**config.mk**
```make
export PLATFORM = sky130hd
export DESIGN_NAME = pmic_wr_engine
export DESIGN_NICKNAME = d
export VERILOG_FILES = /design/src/rtl/pwe_pkg.sv /design/src/rtl/pwe_phase_timer.sv /design/src/rtl/pwe_cmd_regs.sv /design/src/rtl/pmic_wr_engine.sv
export SDC_FILE = /design/constraint.sdc
export NUM_CORES = 1
export LEC_CHECK = 0
export BUFFER_PORTS_ARGS = -buffer_cell sky130_fd_sc_hd__buf_2
export CORE_MARGIN = 2
export CORE_UTILIZATION = 35
export CTS_BUF_LIST = sky130_fd_sc_hd__clkbuf_4 sky130_fd_sc_hd__clkbuf_8
export DETAILED_ROUTE_END_ITERATION = 10
export PLACE_DENSITY = 0.63
export SYNTH_ARGS = -nofsm -noshare
export SYNTH_HDL_FRONTEND = slang
export SYNTH_SLANG_ARGS = --single-unit
```
**constraint.sdc**
```tcl
create_clock -name clk -period 3.05 [get_ports clk]
set_input_delay 0.4575 -clock clk [delete_from_list [all_inputs] [get_ports clk]]
set_output_delay 0.4575 -clock clk [all_outputs]
set_load 0.01 [all_outputs]
```
**src/rtl/pwe_pkg.sv**
```systemverilog
package pwe_pkg;

  // Offsets added to the programmed counts
  localparam int HIGH_OFS = 5;
  localparam int LOW_OFS  = 7;
  localparam int FRAME_W  = 24;

  typedef enum logic [2:0] {
    PH_IDLE,
    PH_START,
    PH_LOW,
    PH_HIGH,
    PH_STOP_LOW,
    PH_STOP_HIGH,
    PH_STOP_FREE
  } phase_e;

  // Number of clock cycles spent in a bus phase
  function automatic int phase_len(input logic is_low, input int cnt);
    return cnt + (is_low ? LOW_OFS : HIGH_OFS);
  endfunction

  // Bit presented on SDA for a given byte/bit slot (MSB first)
  function automatic logic frame_bit(input logic [FRAME_W-1:0] f,
                                     input logic [1:0] byte_i,
                                     input logic [3:0] bit_i);
    int pos;
    pos = FRAME_W - 1 - (int'(byte_i) * 8 + int'(bit_i));
    return f[pos];
  endfunction

endpackage

```
**src/rtl/pwe_phase_timer.sv**
```systemverilog
module pwe_phase_timer #(
  parameter int W = 12
) (
  input  logic         clk,
  input  logic         rst_n,
  input  logic         load,
  input  logic [W-1:0] load_val,
  output logic         tick
);
  logic [W-1:0] cnt;

  always_ff @(posedge clk or negedge rst_n) begin
    if (!rst_n)          cnt <= '0;
    else if (load)       cnt <= load_val;
    else if (cnt != '0)  cnt <= cnt - 1'b1;
  end

  assign tick = (cnt == '0);
endmodule

```
**src/rtl/pwe_cmd_regs.sv**
```systemverilog
module pwe_cmd_regs #(
  parameter int         CNT_W  = 8,
  parameter logic [7:0] RST_HI = 8'd10,
  parameter logic [7:0] RST_LO = 8'd20
) (
  input  logic             clk,
  input  logic             rst_n,
  input  logic             cmd_wr,
  input  logic [31:0]      cmd_wdata,
  input  logic             time_wr,
  input  logic [15:0]      time_wdata,
  input  logic             err_clear,
  input  logic             done,
  input  logic             done_nack,
  output logic             cmd_valid,
  output logic [6:0]       tgt_addr,
  output logic [7:0]       reg_addr,
  output logic [7:0]       data_byte,
  output logic [CNT_W-1:0] hi_cnt,
  output logic [CNT_W-1:0] lo_cnt,
  output logic             nack_err
);
  localparam int GO_BIT = 24;

  // The command word only accepts writes when no frame is pending
  logic cmd_accept;
  assign cmd_accept = cmd_wr && !cmd_valid;

  always_ff @(posedge clk or negedge rst_n) begin
    if (!rst_n) begin
      cmd_valid <= 1'b0;
      tgt_addr  <= '0;
      reg_addr  <= '0;
      data_byte <= '0;
    end else if (cmd_accept) begin
      tgt_addr  <= cmd_wdata[6:0];
      reg_addr  <= cmd_wdata[15:8];
      data_byte <= cmd_wdata[23:16];
      cmd_valid <= cmd_wdata[GO_BIT];
    end else if (done) begin
      cmd_valid <= 1'b0;
    end
  end

  always_ff @(posedge clk or negedge rst_n) begin
    if (!rst_n) begin
      hi_cnt <= CNT_W'(RST_HI);
      lo_cnt <= CNT_W'(RST_LO);
    end else if (time_wr) begin
      hi_cnt <= time_wdata[CNT_W-1:0];
      lo_cnt <= time_wdata[8 +: CNT_W];
    end
  end

  // Setting the flag wins over clearing it
  always_ff @(posedge clk or negedge rst_n) begin
    if (!rst_n)         nack_err <= 1'b0;
    else if (done_nack) nack_err <= 1'b1;
    else if (err_clear) nack_err <= 1'b0;
  end

  assert_cmd_frozen_R8: assert property (@(posedge clk) disable iff (!rst_n)
    cmd_valid |=> ($stable(tgt_addr) && $stable(reg_addr) && $stable(data_byte)));

  assert_done_clears_R5: assert property (@(posedge clk) disable iff (!rst_n)
    done |=> !cmd_valid);

  assert_err_set_wins_R7: assert property (@(posedge clk) disable iff (!rst_n)
    done_nack |=> nack_err);
endmodule

```
**src/rtl/pmic_wr_engine.sv**
```systemverilog
module pmic_wr_engine #(
  parameter int         CNT_W  = 8,
  parameter logic [7:0] RST_HI = 8'd10,
  parameter logic [7:0] RST_LO = 8'd20
) (
  input  logic        clk,
  input  logic        rst_n,
  input  logic        cmd_wr,
  input  logic [31:0] cmd_wdata,
  output logic [31:0] cmd_word,
  input  logic        time_wr,
  input  logic [15:0] time_wdata,
  input  logic        err_clear,
  output logic        nack_err,
  output logic        scl_oe,
  input  logic        scl_i,
  output logic        sda_oe,
  input  logic        sda_i
);
  import pwe_pkg::*;

  localparam int DUR_W    = CNT_W + 4;
  localparam int LAST_BIT = 8;
  localparam int N_BYTES  = 3;

  logic             cmd_valid;
  logic [6:0]       tgt_addr;
  logic [7:0]       reg_addr, data_byte;
  logic [CNT_W-1:0] hi_cnt, lo_cnt;
  logic             tick;
  phase_e           phase, nxt_phase;
  logic [1:0]       byte_i;
  logic [3:0]       bit_i;
  logic             nack_seen;
  logic [FRAME_W-1:0] frame;

  // Named internal events
  logic start_go, ack_slot_end, nack_now, last_byte, done, done_nack, tmr_load;
  logic [DUR_W-1:0] tmr_val;
  logic unused_scl;

  assign unused_scl = scl_i;  // no clock stretching: SCL input unused

  pwe_cmd_regs #(.CNT_W(CNT_W), .RST_HI(RST_HI), .RST_LO(RST_LO)) i_regs (
    .clk(clk), .rst_n(rst_n), .cmd_wr(cmd_wr), .cmd_wdata(cmd_wdata),
    .time_wr(time_wr), .time_wdata(time_wdata), .err_clear(err_clear),
    .done(done), .done_nack(done_nack), .cmd_valid(cmd_valid),
    .tgt_addr(tgt_addr), .reg_addr(reg_addr), .data_byte(data_byte),
    .hi_cnt(hi_cnt), .lo_cnt(lo_cnt), .nack_err(nack_err)
  );

  pwe_phase_timer #(.W(DUR_W)) i_timer (
    .clk(clk), .rst_n(rst_n), .load(tmr_load), .load_val(tmr_val), .tick(tick)
  );

  assign cmd_word = {7'd0, cmd_valid, data_byte, reg_addr, 1'b0, tgt_addr};
  assign frame    = {tgt_addr, 1'b0, reg_addr, data_byte};

  assign start_go     = (phase == PH_IDLE) && cmd_valid;
  assign ack_slot_end = (phase == PH_HIGH) && (bit_i == 4'(LAST_BIT)) && tick;
  assign nack_now     = ack_slot_end && sda_i;
  assign last_byte    = (byte_i == 2'(N_BYTES - 1));
  assign done         = (phase == PH_STOP_FREE) && tick;
  assign done_nack    = done && nack_seen;

  always_comb begin
    nxt_phase = phase;
    case (phase)
      PH_IDLE:      nxt_phase = cmd_valid ? PH_START : PH_IDLE;
      PH_START:     nxt_phase = PH_LOW;
      PH_LOW:       nxt_phase = PH_HIGH;
      PH_HIGH:      nxt_phase = (ack_slot_end && (sda_i || last_byte)) ? PH_STOP_LOW : PH_LOW;
      PH_STOP_LOW:  nxt_phase = PH_STOP_HIGH;
      PH_STOP_HIGH: nxt_phase = PH_STOP_FREE;
      default:      nxt_phase = PH_IDLE;
    endcase
  end

  assign tmr_load = start_go || ((phase != PH_IDLE) && tick);
  assign tmr_val  = DUR_W'(phase_len((nxt_phase == PH_LOW) || (nxt_phase == PH_STOP_LOW),
                                     int'(nxt_phase == PH_LOW || nxt_phase == PH_STOP_LOW
                                          ? lo_cnt : hi_cnt)) - 1);

  always_ff @(posedge clk or negedge rst_n) begin
    if (!rst_n) begin
      phase     <= PH_IDLE;
      byte_i    <= '0;
      bit_i     <= '0;
      nack_seen <= 1'b0;
    end else if (start_go) begin
      phase     <= PH_START;
      byte_i    <= '0;
      bit_i     <= '0;
      nack_seen <= 1'b0;
    end else if ((phase != PH_IDLE) && tick) begin
      phase <= nxt_phase;
      if (phase == PH_HIGH) begin
        if (ack_slot_end) begin
          nack_seen <= nack_now;
          if (!nack_now && !last_byte) begin
            byte_i <= byte_i + 1'b1;
            bit_i  <= '0;
          end
        end else begin
          bit_i <= bit_i + 1'b1;
        end
      end
    end
  end

  // Open-drain drive: 1 pulls the line low
  always_comb begin
    scl_oe = (phase == PH_LOW) || (phase == PH_STOP_LOW);
    case (phase)
      PH_START, PH_STOP_LOW, PH_STOP_HIGH: sda_oe = 1'b1;
      PH_LOW, PH_HIGH:
        sda_oe = (bit_i == 4'(LAST_BIT)) ? 1'b0 : !frame_bit(frame, byte_i, bit_i);
      default: sda_oe = 1'b0;
    endcase
  end

  assert_phase_on_tick_R3: assert property (@(posedge clk) disable iff (!rst_n)
    (($past(phase) != PH_IDLE) && (phase != $past(phase))) |-> $past(tick));

  assert_sda_moves_low_R4: assert property (@(posedge clk) disable iff (!rst_n)
    ((sda_oe != $past(sda_oe)) &&
     (phase == PH_LOW || phase == PH_HIGH || phase == PH_STOP_LOW)) |-> scl_oe);

  assert_no_restart_R5: assert property (@(posedge clk) disable iff (!rst_n)
    done |=> (phase == PH_IDLE));
endmodule

```
# After elaboration in Yosys (flattened, before gate mapping)
# Cells that the tools add are included.
word_totals:
  reg_bits: 63
  input_bits: 55
  out_inout_bits: 35
  wordCells: 97
op_classes:
  n_addsub: 7
  n_lt_le_gt_ge: 1
  eq_ne: 11
  n_mux: 32
  reduce_logical: 34
op_table:
  columns: ["op", "count"]
  rows:
  - ["12-bit two-way mux", 2]
  - ["4-bit two-way mux", 5]
  - ["3-bit one-hot mux with 6 select lines", 1]
  - ["2-bit nonzero test", 7]
  - ["3-bit equality test, second input constant", 4]
  - ["12-bit logical NOT", 1]
  - ["1-bit two-way mux", 12]
  - ["2-bit two-way mux", 6]
  - ["12-bit nonzero test", 1]
  - ["12-bit by 1-bit subtractor with 12-bit output, second input constant", 1]
  - ["1-bit logical AND", 10]
  - ["9-bit by 1-bit subtractor with 10-bit output, second input constant", 1]
  - ["8-bit by 3-bit adder with 9-bit output", 1]
  - ["3-bit by 2-bit equality test with 1-bit output, second input constant", 3]
  - ["3-bit two-way mux", 3]
  - ["8-bit two-way mux", 1]
  - ["7-bit less-than comparator, second input constant", 1]
  - ["5-bit by 6-bit subtractor with 7-bit output, first input constant", 1]
  - ["5-bit by 4-bit adder with 6-bit output", 1]
  - ["3-bit AND reduction", 2]
  - ["1-bit binary-select mux with 5-bit select", 1]
  - ["4-bit by 1-bit adder with 4-bit output, second input constant", 1]
  - ["4-bit equality test, second input constant", 1]
  - ["1-bit logical NOT", 4]
  - ["other kinds (11)", 14]

# Longest topological paths before layout
# Gate-level depths: netlist (run 1).
logic_depth:
  depth_word: 12
  depth_mapped: 9

# By module
# A second synthesis (run 1) with hierarchy kept.
hier_totals:
  hier_cells: 309
  area_unflattened_um2: 3677.3
by_module_without_submodules:
  columns: ["module", "n_inst", "cells_each", "area_each_um2", "seq_area_each_um2"]
  rows:
  - ["pwe_cmd_regs", 1, 90, 1617.8, 1031.0]
  - ["pmic_wr_engine", 1, 147, 1328.8, 250.2]
  - ["pwe_phase_timer", 1, 72, 730.7, 300.3]

# Least setup slack after synthesis (run 1)
# No wires, ideal clock.
synth_path:
  kind: "flip-flop to output port"
  from: "reg bit_i[1]"
  to: "out sda_oe"
  t_arrival_ps: 2085
  setup_slack_ps: 507
  path_stages_with_launch: 9
  path_buffers: 2
  path_cell_list: "dfrtp_1 > clkbuf_1 > inv_1 > ha_1 > clkbuf_1 > mux4_2 > nand3_1 > o21ai_0 > o31ai_1"
synth_between:
  elab_chain_cells: 8
  elab_cells_between_ends: 9
  cone_classes: "2 x add/sub; 1 x eq/ne; 5 x mux; 1 x reduce/logical"
synth_rtl:
  columns: ["item", "line_no", "rtl"]
  rows:
  - ["from (decl)", "pmic_wr_engine.sv:33", "logic [3:0] bit_i;"]
  - ["from (signal assigned)", "pmic_wr_engine.sv:105", "bit_i <= bit_i + 1'b1;"]
  - ["5-bit by 4-bit adder with 6-bit output", "pwe_pkg.sv:28", "pos = FRAME_W - 1 - (int'(byte_i) * 8 + int'(bit_i));"]
  - ["5-bit by 6-bit subtractor with 7-bit output", "pwe_pkg.sv:28", null]
  - ["1-bit binary-select mux with 5-bit select", "pwe_pkg.sv:29", "return f[pos];"]
  - ["1-bit two-way mux (not written as such) (2 in a row)", "pwe_pkg.sv:29", null]
  - ["1-bit logical NOT", "pmic_wr_engine.sv:117", "sda_oe = (bit_i == 4'(LAST_BIT)) ? 1'b0 : !frame_bit(frame, byte_i, bit_i);"]
  - ["1-bit two-way mux *", "pmic_wr_engine.sv:117", null]
  - ["1-bit one-hot mux with 2 select lines *", "pmic_wr_engine.sv:114", "case (phase)"]
  - ["to (decl)", "pmic_wr_engine.sv:17", "output logic sda_oe,"]
# Mark *: on every way between the ends. The rest lies on a longest branch, timed or not. The select of a mux whose other input is x is not followed.

# Final worst setup path (run 1)
# Ends and elaborated chain as after synthesis.

==> metrics.md, run 1 <==
| Metric | Value |
|---|---|
| Reg2reg path depth | `5` |
| Final Hold Vio Count | `0` |
| Clock Pin Slew Worst Setup and Hold Paths | `70 ps` |
| CP Data Required Time | `2590 ps` |
| Hold_ws | `268 ps` |
| Final cell count without fillers | `521` |
| Reg2reg setup slack | `700 ps` |
| Syn Inst Count | `315` |
| Xor-xnor portion of the synthesized cell area | `0.0452` |
| Layout cell share with drive strength beyond 1 | `0.381` |
| First-pass GRT wire length | `12.5 mm` |
| Slew Limit Fails | `0` |
| WP data arrival | `2310 ps` |
| Measured slew at the worst slew-check pin | `964 ps` |
| Synth top cells by count | `dfrtp_1, mux2_2, nor2_1` |
| Die height | `104 um` |
| Antenna violations before repair | `0` |
| R2R Path Start | `i_timer.cnt[4]` |
| Clk Latency, worst-skew pair | `350 ps` |
| Seq pwr share | `0.395` |
| Critical Path Sink Type | `output pin` |
| Clock power share | `0.203` |
| CP startpoint kind | `flop` |
| Tmin final | `2770 ps` |
| RSZ-0062 raised after global routing | `false` |
| # clock sinks | `63` |
| CTS Buffer Depth | `2` |
| Primary FF master, synth | `dfrtp_1` |
| Die width | `104 um` |
| Asr flop ratio synth | `1.00` |
| Via Count | `2574` |
| Routed Antenna Nets | `0` |
| DRC viols | `0` |
| Setup TNS | `0 ps` |
| Mapped Area | `3490 um^2` |
| CTS buffer count | `9` |
| Synth unique cells | `47` |
| Gate power share | `0.401` |
| Rel. slew slack | `0.358` |
| Gr ovfl total | `0` |
| Post-CTS Resized | `0` |
| CTS tree | `done` |
| Total die area | `10800 um^2` |
| Dpl hpwl | `5.38 mm` |
| Switching Share | `0.370` |
| DRT iter0 DRCs | `120` |
| HP Class | `input pin to async pin` |
| Max rail drop VDD | `0.000509 V` |
| Synthesized flop and latch total | `63` |
| Vias in the first global route | `2578` |
| Adder-Cell Fraction of Synth Area | `0.0359` |
| Final Net Count | `448` |
| Setup Buffers After CTS | `0` |
| Complex-gate fraction of the synthesized area | `0.0846` |
| P_sw | `1.36 mW` |
| Rows | `36` |
| Leak Pwr | `1.89 nW` |
| Syn_area_per_cell | `11.1 um^2` |
| Count leader, synth | `dfrtp_1` |
| Placed insts | `505` |
| Cell-internal power | `2.31 mW` |
| Drt total wl | `7.23 mm` |
| Path type of the worst setup path | `flop to output pin` |
| Setup Skew | `16.0 ps` |
| Final-report setup violation count | `0` |
| Mux cell area share after synthesis | `0.198` |
| Pwr dens | `886 nW/um^2` |
| Area delta synth->final | `18.8%` |
| Final core occ | `0.426` |
| Total of max-cap violations | `0` |
| Simple-gate portion of the synthesized area | `0.131` |
| Drt via density | `4.94` |
| Pin count of the biggest net entering global routing | `44` |
| Status | `finished, final reports clean` |
| Core Region | `9730 um^2` |
| YS warnings | `0` |
| Drt wl/cell | `13.9 um` |
| Starting density of the core | `0.359` |
| I/O Buffers | `72` |
| GPL Wtd Cong | `0.825` |
| Largest area contributor in the netlist | `dfrtp_1` |
| Sequential area share after synthesis | `0.453` |
| Fmax | `362 MHz` |
| FF-to-FF End | `i_timer.cnt[4]` |
| Diode count | `0` |
| Hold_buf cts | `0` |
| Yosys top cell area share | `0.423` |
| Root Buffer | `clkbuf_8` |
| CP max FO | `11` |
| Largest family of logic cells by synthesized area | `multiplexers` |
| Global Route Usage Sum | `0.143` |
| Tcrit/Tclk final | `0.907` |
| EDFF count, synth | `0` |
| CTS H-Tree Depth | `3` |
| Synth area leaders | `dfrtp_1, mux2_2, mux2i_1` |
| Iteration count of the initial detailed-routing pass | `4` |
| Num ports | `90` |
[how the worst max path moves through the flow]
stage / from / endpoint / slack [ps]
final: bit_i[1] / sda_oe / 280
after global routing: bit_i[1] / sda_oe / 110
after CTS: bit_i[1] / sda_oe / 140
after detailed placement: bit_i[1] / sda_oe / 530
after global placement: bit_i[1] / sda_oe / 530
after floorplan: bit_i[1] / sda_oe / 510
[metrics by stage]
| stage | cell area, um^2 | worst slack [ps] | power, mW |
|---|---|---|---|
| final | 4140 | 285 | 3.67 |
| after floorplan | 3510 | 507 | 2.47 |
| after global routing | 4140 | 108 | 3.95 |
| after global placement | 3940 | 526 | 2.90 |
| after detailed placement | 3940 | 531 | 2.94 |
| after CTS | 4140 | 145 | 3.70 |
[worst max-delay path, stage by stage (launching register included)]
cell	delay (ps)
dfrtp_2	460
inv_1	110
ha_1	470
mux4_2	360
nand3_1	90
o21ai_0	70
o31ai_1	230
buf_2	180
[area by class of cell]
type,instances,area (um^2)
clock buffer,14,168
clock inverter,2,35.0
fill,983,5590
inverter,9,33.8
multi-input combinational,223,1760
sequential,63,1580
tap,133,166
timing repair buffer,77,398
[cell usage in the layout, fill, tap and decap left out, drive strengths merged, types with 10 or more instances in the layout]
master	count
nand3	13
mux2i	14
mux2	39
buf	77
o21ai	10
nor2	21
clkbuf	14
ha	10
nand2	14
a21oi	13
dfrtp	59
[logic make-up after synthesis]
family,after synthesis
and+or+nand+nor,85
DFF,63
muxes,58
AOI/OAI and AO/OA,44
buffers and inverters,36
xor gates and xnor gates,18
adders and majority gates,10
other,1
[power by group through the flow]
stage	combinational, mW	sequential (mW)	clock [mW]
after floorplan	1.04	1.44	0
after global placement	1.45	1.45	0
after detailed placement	1.48	1.46	0
after CTS	1.49	1.45	0.764
after global routing	1.63	1.50	0.810
final	1.47	1.45	0.746
[state kept, by name (all words and copies together), names as in the netlist, 2 cells and up]
register	count
i_regs.tgt_addr	7
i_regs.hi_cnt	8
i_regs.reg_addr	8
i_timer.cnt	12
i_regs.lo_cnt	8
i_regs.data_byte	8
byte_i	2
bit_i	4
phase	3
[metal layers]
| layer | vias up | share of wire | global-route usage |
|---|---|---|---|
| li1 | 1252 | - | - |
| met1 | 1250 | 0.47 | 0.186 |
| met2 | 63 | 0.47 | 0.231 |
| met3 | 9 | 0.039 | 0.0296 |
| met4 | 0 | 0.020 | 0.0637 |
| met5 | - | 0 | 0 |
No activity file was read; power rests on OpenSTA's default activity.
==> run 2: changes to the inputs <==
--- a/config.mk
+++ b/config.mk
@@ -10,7 +10,7 @@
 export CORE_UTILIZATION = 35
 export CTS_BUF_LIST = sky130_fd_sc_hd__clkbuf_4 sky130_fd_sc_hd__clkbuf_8
 export DETAILED_ROUTE_END_ITERATION = 10
-export PLACE_DENSITY = 0.63
+export PLACE_DENSITY = 0.56
 export SYNTH_ARGS = -nofsm -noshare
 export SYNTH_HDL_FRONTEND = slang
 export SYNTH_SLANG_ARGS = --single-unit
==> run 2 against run 1 <==
Via count fell by 1.0%. Global-route usage rose by 0.31 points. Die area did not move. Cell area rose by 0.42%. Utilization increased by 0.18 points. Clock skew decreased by 3.2 ps. Sequential share of layout area down 0.16 points. Register-to-register slack barely moved. Flip-flop and latch count unchanged. Critical endpoint unchanged.
==> metrics.md, run 2 (synthesis gave the netlist of run 1 again) <==
| Metric | Value |
|---|---|
| Hold_ws | `280 ps (+11.7 ps)` |
| CTS Buffer Depth | `2 (unchanged)` |
| Status | `finished, final reports clean` |
| WP data arrival | `2270 ps (-40 ps)` |
| Number of flip-flops in the largest register | `12 (unchanged)` |
| Via Count | `2547 (-1.0%)` |
| Iteration count of the initial detailed-routing pass | `4 (unchanged)` |
| Area delta synth->final | `19.3%` |
| Pin count of the biggest net entering global routing | `64 (+45%)` |
| Global Route Usage Sum | `0.146 (+0.00307)` |
| Path type of the worst setup path | `flop to output pin` |
| Most frequent cells in the layout | `buf_2, dfrtp_1, mux2_2` |
| # clock sinks | `63 (unchanged)` |
| Clk Latency, worst-skew pair | `340 ps (about the same)` |
| CTS buffer count | `9 (unchanged)` |
| Critical Path Sink Type | `output pin` |
| Fmax | `367 MHz (+1.6%)` |
| Placed insts | `505 (unchanged)` |
| Slowest cell on the critical path | `dfrtp_2` |
| Tcrit/Tclk final | `0.893 (-0.0139)` |
| Setup TNS | `0 ps (unchanged)` |
| I/O Buffers | `72 (unchanged)` |
| Post-CTS Resized | `0 (unchanged)` |
| Starting density of the core | `0.359 (unchanged)` |
| Final Net Count | `448 (unchanged)` |
| DRT iter0 DRCs | `131 (+9.2%)` |
| Rows | `36 (unchanged)` |
| Core Region | `9730 um^2 (unchanged)` |
| Vias in the first global route | `2568 (-0.39%)` |
| DRC viols | `0 (unchanged)` |
| Drt wl/cell | `14.4 um (+3.5%)` |
| Layout cell share with drive strength beyond 1 | `0.384 (+0.00258)` |
| Routed Antenna Nets | `0 (unchanged)` |
| Die width | `104 um (unchanged)` |
| Reg2reg path depth | `5 (unchanged)` |
| Total die area | `10800 um^2 (unchanged)` |
| CP max stage delay | `470 ps (about the same)` |
| Post-Place Worst Slack | `498 ps (-33.1 ps)` |
| CTS H-Tree Depth | `3 (unchanged)` |
| Drt via density | `4.88 (-1.2%)` |
| Rel. slew slack | `0.466 (+0.108)` |
| Final cell count without fillers | `522 (+0.19%)` |
| CP startpoint kind | `flop` |
| Final WS setup | `327 ps (+42.3 ps)` |
| Reg2reg setup slack | `710 ps (about the same)` |
| Final-report setup violation count | `0 (unchanged)` |
| CP max FO | `11 (unchanged)` |
| FF-to-FF End | `i_timer.cnt[4]` |
| Met3 usage in global routing | `0.0371 (+0.00755)` |
| Die height | `104 um (unchanged)` |
| Clock Pin Slew Worst Setup and Hold Paths | `70 ps (about the same)` |
| Tmin final | `2720 ps (-42.3 ps)` |
| Drt total wl | `7.50 mm (+3.7%)` |
| Setup Buffers After CTS | `0 (unchanged)` |
| Antenna violations before repair | `1 (+1)` |
| First-pass GRT wire length | `12.7 mm (+1.9%)` |
| Commonest non-fill, non-tap cell in the layout | `buf_2` |
| Met2 Track Usage GR | `0.212 (-0.0193)` |
| Max rail drop VDD | `0.000393 V (-23%)` |
| RSZ-0062 raised after global routing | `false` |
| Num ports | `90 (unchanged)` |
| Root Buffer | `clkbuf_8` |
| HP Class | `input pin to async pin` |
| Pwr dens | `897 nW/um^2 (+1.2%)` |
| Dpl hpwl | `5.30 mm (-1.5%)` |
| Final Hold Vio Count | `0 (unchanged)` |
| Critical path startpoint | `bit_i[1]` |
| CTS tree | `done` |
| Total of max-cap violations | `0 (unchanged)` |
| R2R Path Start | `i_timer.cnt[4]` |
| Largest Register | `i_timer.cnt` |
| Measured slew at the worst slew-check pin | `802 ps (-162 ps)` |
| Gr ovfl total | `0 (unchanged)` |
| Leak Pwr | `1.90 nW (+0.26%)` |
| GPL Wtd Cong | `0.842 (+2.1%)` |
| CP Data Required Time | `2590 ps (about the same)` |
| Slew Limit Fails | `0 (unchanged)` |
| Met1 Usage GRT | `0.209 (+0.0233)` |
| Setup Skew | `12.7 ps (-3.25 ps)` |
| Top Usage Layer GRT | `met2` |
| Hold_buf cts | `0 (unchanged)` |
| CP cell instances | `inv_1 > ha_2 > mux4_2 > o211ai_1 > a31oi_1 > o31ai_1 > buf_2` |
==> run 2: cell types whose count changed in the layout (fill, tap and decap cells not counted) <==
cell and delta:
bufinv_16 +1, clkbuf_4 -3, clkbuf_8 -1, clkinv_2 +2
diode_2 +1, ha_1 -1, ha_2 +1, inv_6 +1
==> run 2: final cells by class <==
type / count / area [um^2]
multi-input cells: 223 / 1760
well taps: 133 / 166
flip-flops and latches: 63 / 1580
diodes: 1 / 2.50
clock buffers: 10 / 131
repair buffers: 77 / 398
clock inverters: 6 / 83.8
fillers: 978 / 5570
inverters: 9 / 33.8
==> run 2: metal layers <==
| metal | wire, um | vias to the layer above | part of all wire |
|---|---|---|---|
| li1 | - | 1250 | - |
| met1 | 3660 | 1226 | 0.49 |
| met2 | 3310 | 62 | 0.44 |
| met3 | 375 | 9 | 0.050 |
| met4 | 150 | 0 | 0.020 |
| met5 | 0 | - | 0 |
==> run 2: how the worst max path moves through the flow <==
stage / endpoint / slack [ps] / cells after the start
finish: sda_oe / 330 / 7
CTS: sda_oe / 110 / 7
global route: sda_oe / 140 / 7
detailed placement: sda_oe / 500 / 7
floorplan: sda_oe / 510 / 8
global placement: sda_oe / 490 / 7
==> run 2: worst max-delay path: cells and delay by family (launching register included) <==
family | cells | cell delay, ps
AO/OA/AOI/OAI | 3 | 380
adder cells (fa/ha/maj) | 1 | 440
buffers and inverters | 2 | 280
flip-flops | 1 | 470
multiplexers | 1 | 350
==> run 2: stage by stage <==
step	total power [mW]	utilization	instance area [um^2]
after detailed placement	2.93	0.405	3940
after global placement	2.91	0.405	3940
after global routing	4.01	0.428	4160
after floorplan	2.47	-	3510
after CTS	3.77	0.427	4150
final	3.73	0.428	4160
==> run 2: report_power, final <==
| part | internal [mW] | leakage, nW | switching, mW |
|---|---|---|---|
| registers | 1.14 | 0.746 | 0.304 |
| clock network | 0.468 | 0.114 | 0.344 |
| logic | 0.740 | 1.04 | 0.738 |
| total | 2.35 | 1.90 | 1.39 |
==> run 3: changes to the inputs <==
==> constraint.sdc (replaced) <==
create_clock -name clk -period 3.05 [get_ports clk]
set_input_delay 0.4575 -clock clk [delete_from_list [all_inputs] [get_ports clk]]
set_output_delay 0.4575 -clock clk [all_outputs]
set_load 0.005 [all_outputs]
==> run 3 against run 2 <==
Global-route usage down 0.20 points. Clock power up 15%. Die area is the same.
==> metrics.md, run 3 (synthesis gave the netlist of run 1 again) <==
| Metric | Value |
|---|---|
| CTS tree | `done` |
| Final Hold Vio Count | `0 (unchanged)` |
| I/O Buffers | `72 (unchanged)` |
| Gr ovfl total | `0 (unchanged)` |
| Total die area | `10800 um^2 (unchanged)` |
| Largest Register | `i_timer.cnt` |
| Final Net Count | `448 (unchanged)` |
| Final-report setup violation count | `0 (unchanged)` |
| Die width | `104 um (unchanged)` |
| Starting density of the core | `0.359 (unchanged)` |
| Drt via density | `4.91 (+0.59%)` |
| Total of max-cap violations | `0 (unchanged)` |
| DRT iter0 DRCs | `107 (-18%)` |
| Post-CTS Resized | `0 (unchanged)` |
| Max rail drop VDD | `0.000374 V (-5.0%)` |
| HP Class | `input pin to async pin` |
| Vias in the first global route | `2488 (-3.1%)` |
| Final WS setup | `264 ps (-63.5 ps)` |
| Leak Pwr | `1.92 nW (+0.95%)` |
| Drt wl/cell | `14.2 um (-1.4%)` |
| Num ports | `90 (unchanged)` |
| CP startpoint kind | `flop` |
| Slew Limit Fails | `0 (unchanged)` |
| # clock sinks | `63 (unchanged)` |
| CTS buffer count | `9 (unchanged)` |
| Antenna violations before repair | `0 (-1)` |
| Layout cell share with drive strength beyond 1 | `0.381 (-0.00258)` |
| Routed Antenna Nets | `0 (unchanged)` |
| Critical path startpoint | `bit_i[1]` |
| Final cell count without fillers | `521 (-0.19%)` |
| Pin count of the biggest net entering global routing | `64 (unchanged)` |
| Via Count | `2557 (+0.39%)` |
| Global Route Usage Sum | `0.144 (-0.00201)` |
| Critical Path Sink Type | `output pin` |
| Setup Skew | `7.09 ps (-5.64 ps)` |
| Tcrit/Tclk final | `0.914 (+0.0208)` |
| Number of flip-flops in the largest register | `12 (unchanged)` |
| Path type of the worst setup path | `flop to output pin` |
| Hold_buf cts | `0 (unchanged)` |
| Post-Place Worst Slack | `499 ps (+1.77 ps)` |
| First-pass GRT wire length | `12.4 mm (-2.8%)` |
| Iteration count of the initial detailed-routing pass | `4 (unchanged)` |
| Clock Pin Slew Worst Setup and Hold Paths | `70 ps (about the same)` |
| Pwr dens | `897 nW/um^2 (about the same)` |
| Fmax | `359 MHz (-2.3%)` |
| Diode count | `0 (-1)` |
| Tmin final | `2790 ps (+63.5 ps)` |
| CTS H-Tree Depth | `3 (unchanged)` |
| Area delta synth->final | `20.3%` |
| Rows | `36 (unchanged)` |
| CTS Buffer Depth | `2 (unchanged)` |
| R2R Path Start | `i_timer.cnt[4]` |
| Clk Latency, worst-skew pair | `340 ps (about the same)` |
| Rel. slew slack | `0.471 (+0.00570)` |
| Core Region | `9730 um^2 (unchanged)` |
| Commonest non-fill, non-tap cell in the layout | `buf_2` |
| Most frequent cells in the layout | `buf_2, dfrtp_1, mux2_2` |
| CP max FO | `11 (unchanged)` |
| GPL Wtd Cong | `0.854 (+1.4%)` |
| Status | `finished, final reports clean` |
| Pwr Total | `3.76 mW (+0.90%)` |
| Setup Buffers After CTS | `0 (unchanged)` |
| WP data arrival | `2330 ps (+60 ps)` |
| Hold_ws | `267 ps (-13.0 ps)` |
| Root Buffer | `clkbuf_8` |
| Drt total wl | `7.38 mm (-1.6%)` |
| Dpl hpwl | `5.38 mm (+1.5%)` |
| Die height | `104 um (unchanged)` |
| CP Data Required Time | `2590 ps (about the same)` |
| Placed insts | `505 (unchanged)` |
| RSZ-0062 raised after global routing | `false` |
| Measured slew at the worst slew-check pin | `793 ps (-8.55 ps)` |
| DRC viols | `0 (unchanged)` |
| Setup TNS | `0 ps (unchanged)` |
==> run 3: cell type report <==
class	count	area [um^2]
Fill cell	967	5530
Sequential cell	63	1580
Clock inverter	3	90.1
Multi-Input combinational cell	223	1760
Tap cell	133	166
Clock buffer	13	166
Inverter	9	33.8
Timing Repair Buffer	77	398
==> run 3: path summary, 6_finish.rpt <==
kind                            slack, ps            endpoint  depth (start not counted)
worst max-delay path                  260              sda_oe                          7
worst min-delay path                  270  i_regs.reg_addr[6]                          2
worst max register to register        700      i_timer.cnt[4]                          5
max in group asynchronous            2220            bit_i[1]                          2
min in group clk                      310     i_regs.nack_err                          2
worst min register to register        510    i_regs.lo_cnt[0]                          1
==> run 3: stage by stage <==
stage	cell area (um^2)	util
2_1_floorplan	3510	-
3_3_place_gp	3940	0.405
3_5_place_dp	3940	0.405
4_1_cts	4200	0.431
5_1_grt	4200	0.431
6_report	4200	0.431
==> run 3: metal layers <==
metal / track usage / vias to the layer above / share of wire
li1: - / 1245 / -
met1: 0.206 / 1238 / 0.50
met2: 0.205 / 66 / 0.44
met3: 0.0497 / 8 / 0.053
met4: 0.0463 / 0 / 0.012
met5: 0 / - / 0
==> run 3: where the power goes <==
part | internal (mW) | total [mW] | switching [mW]
clock | 0.607 | 0.932 | 0.325
sequential | 1.14 | 1.45 | 0.310
combinational | 0.735 | 1.39 | 0.651
==> run 3: worst max-delay path, stage by stage, from the launching register on <==
cell and delay, ps:
dfrtp_2 480, inv_1 110, ha_1 490, mux4_2 350, o211ai_1 210, a31oi_1 110
o31ai_1 80, buf_2 150
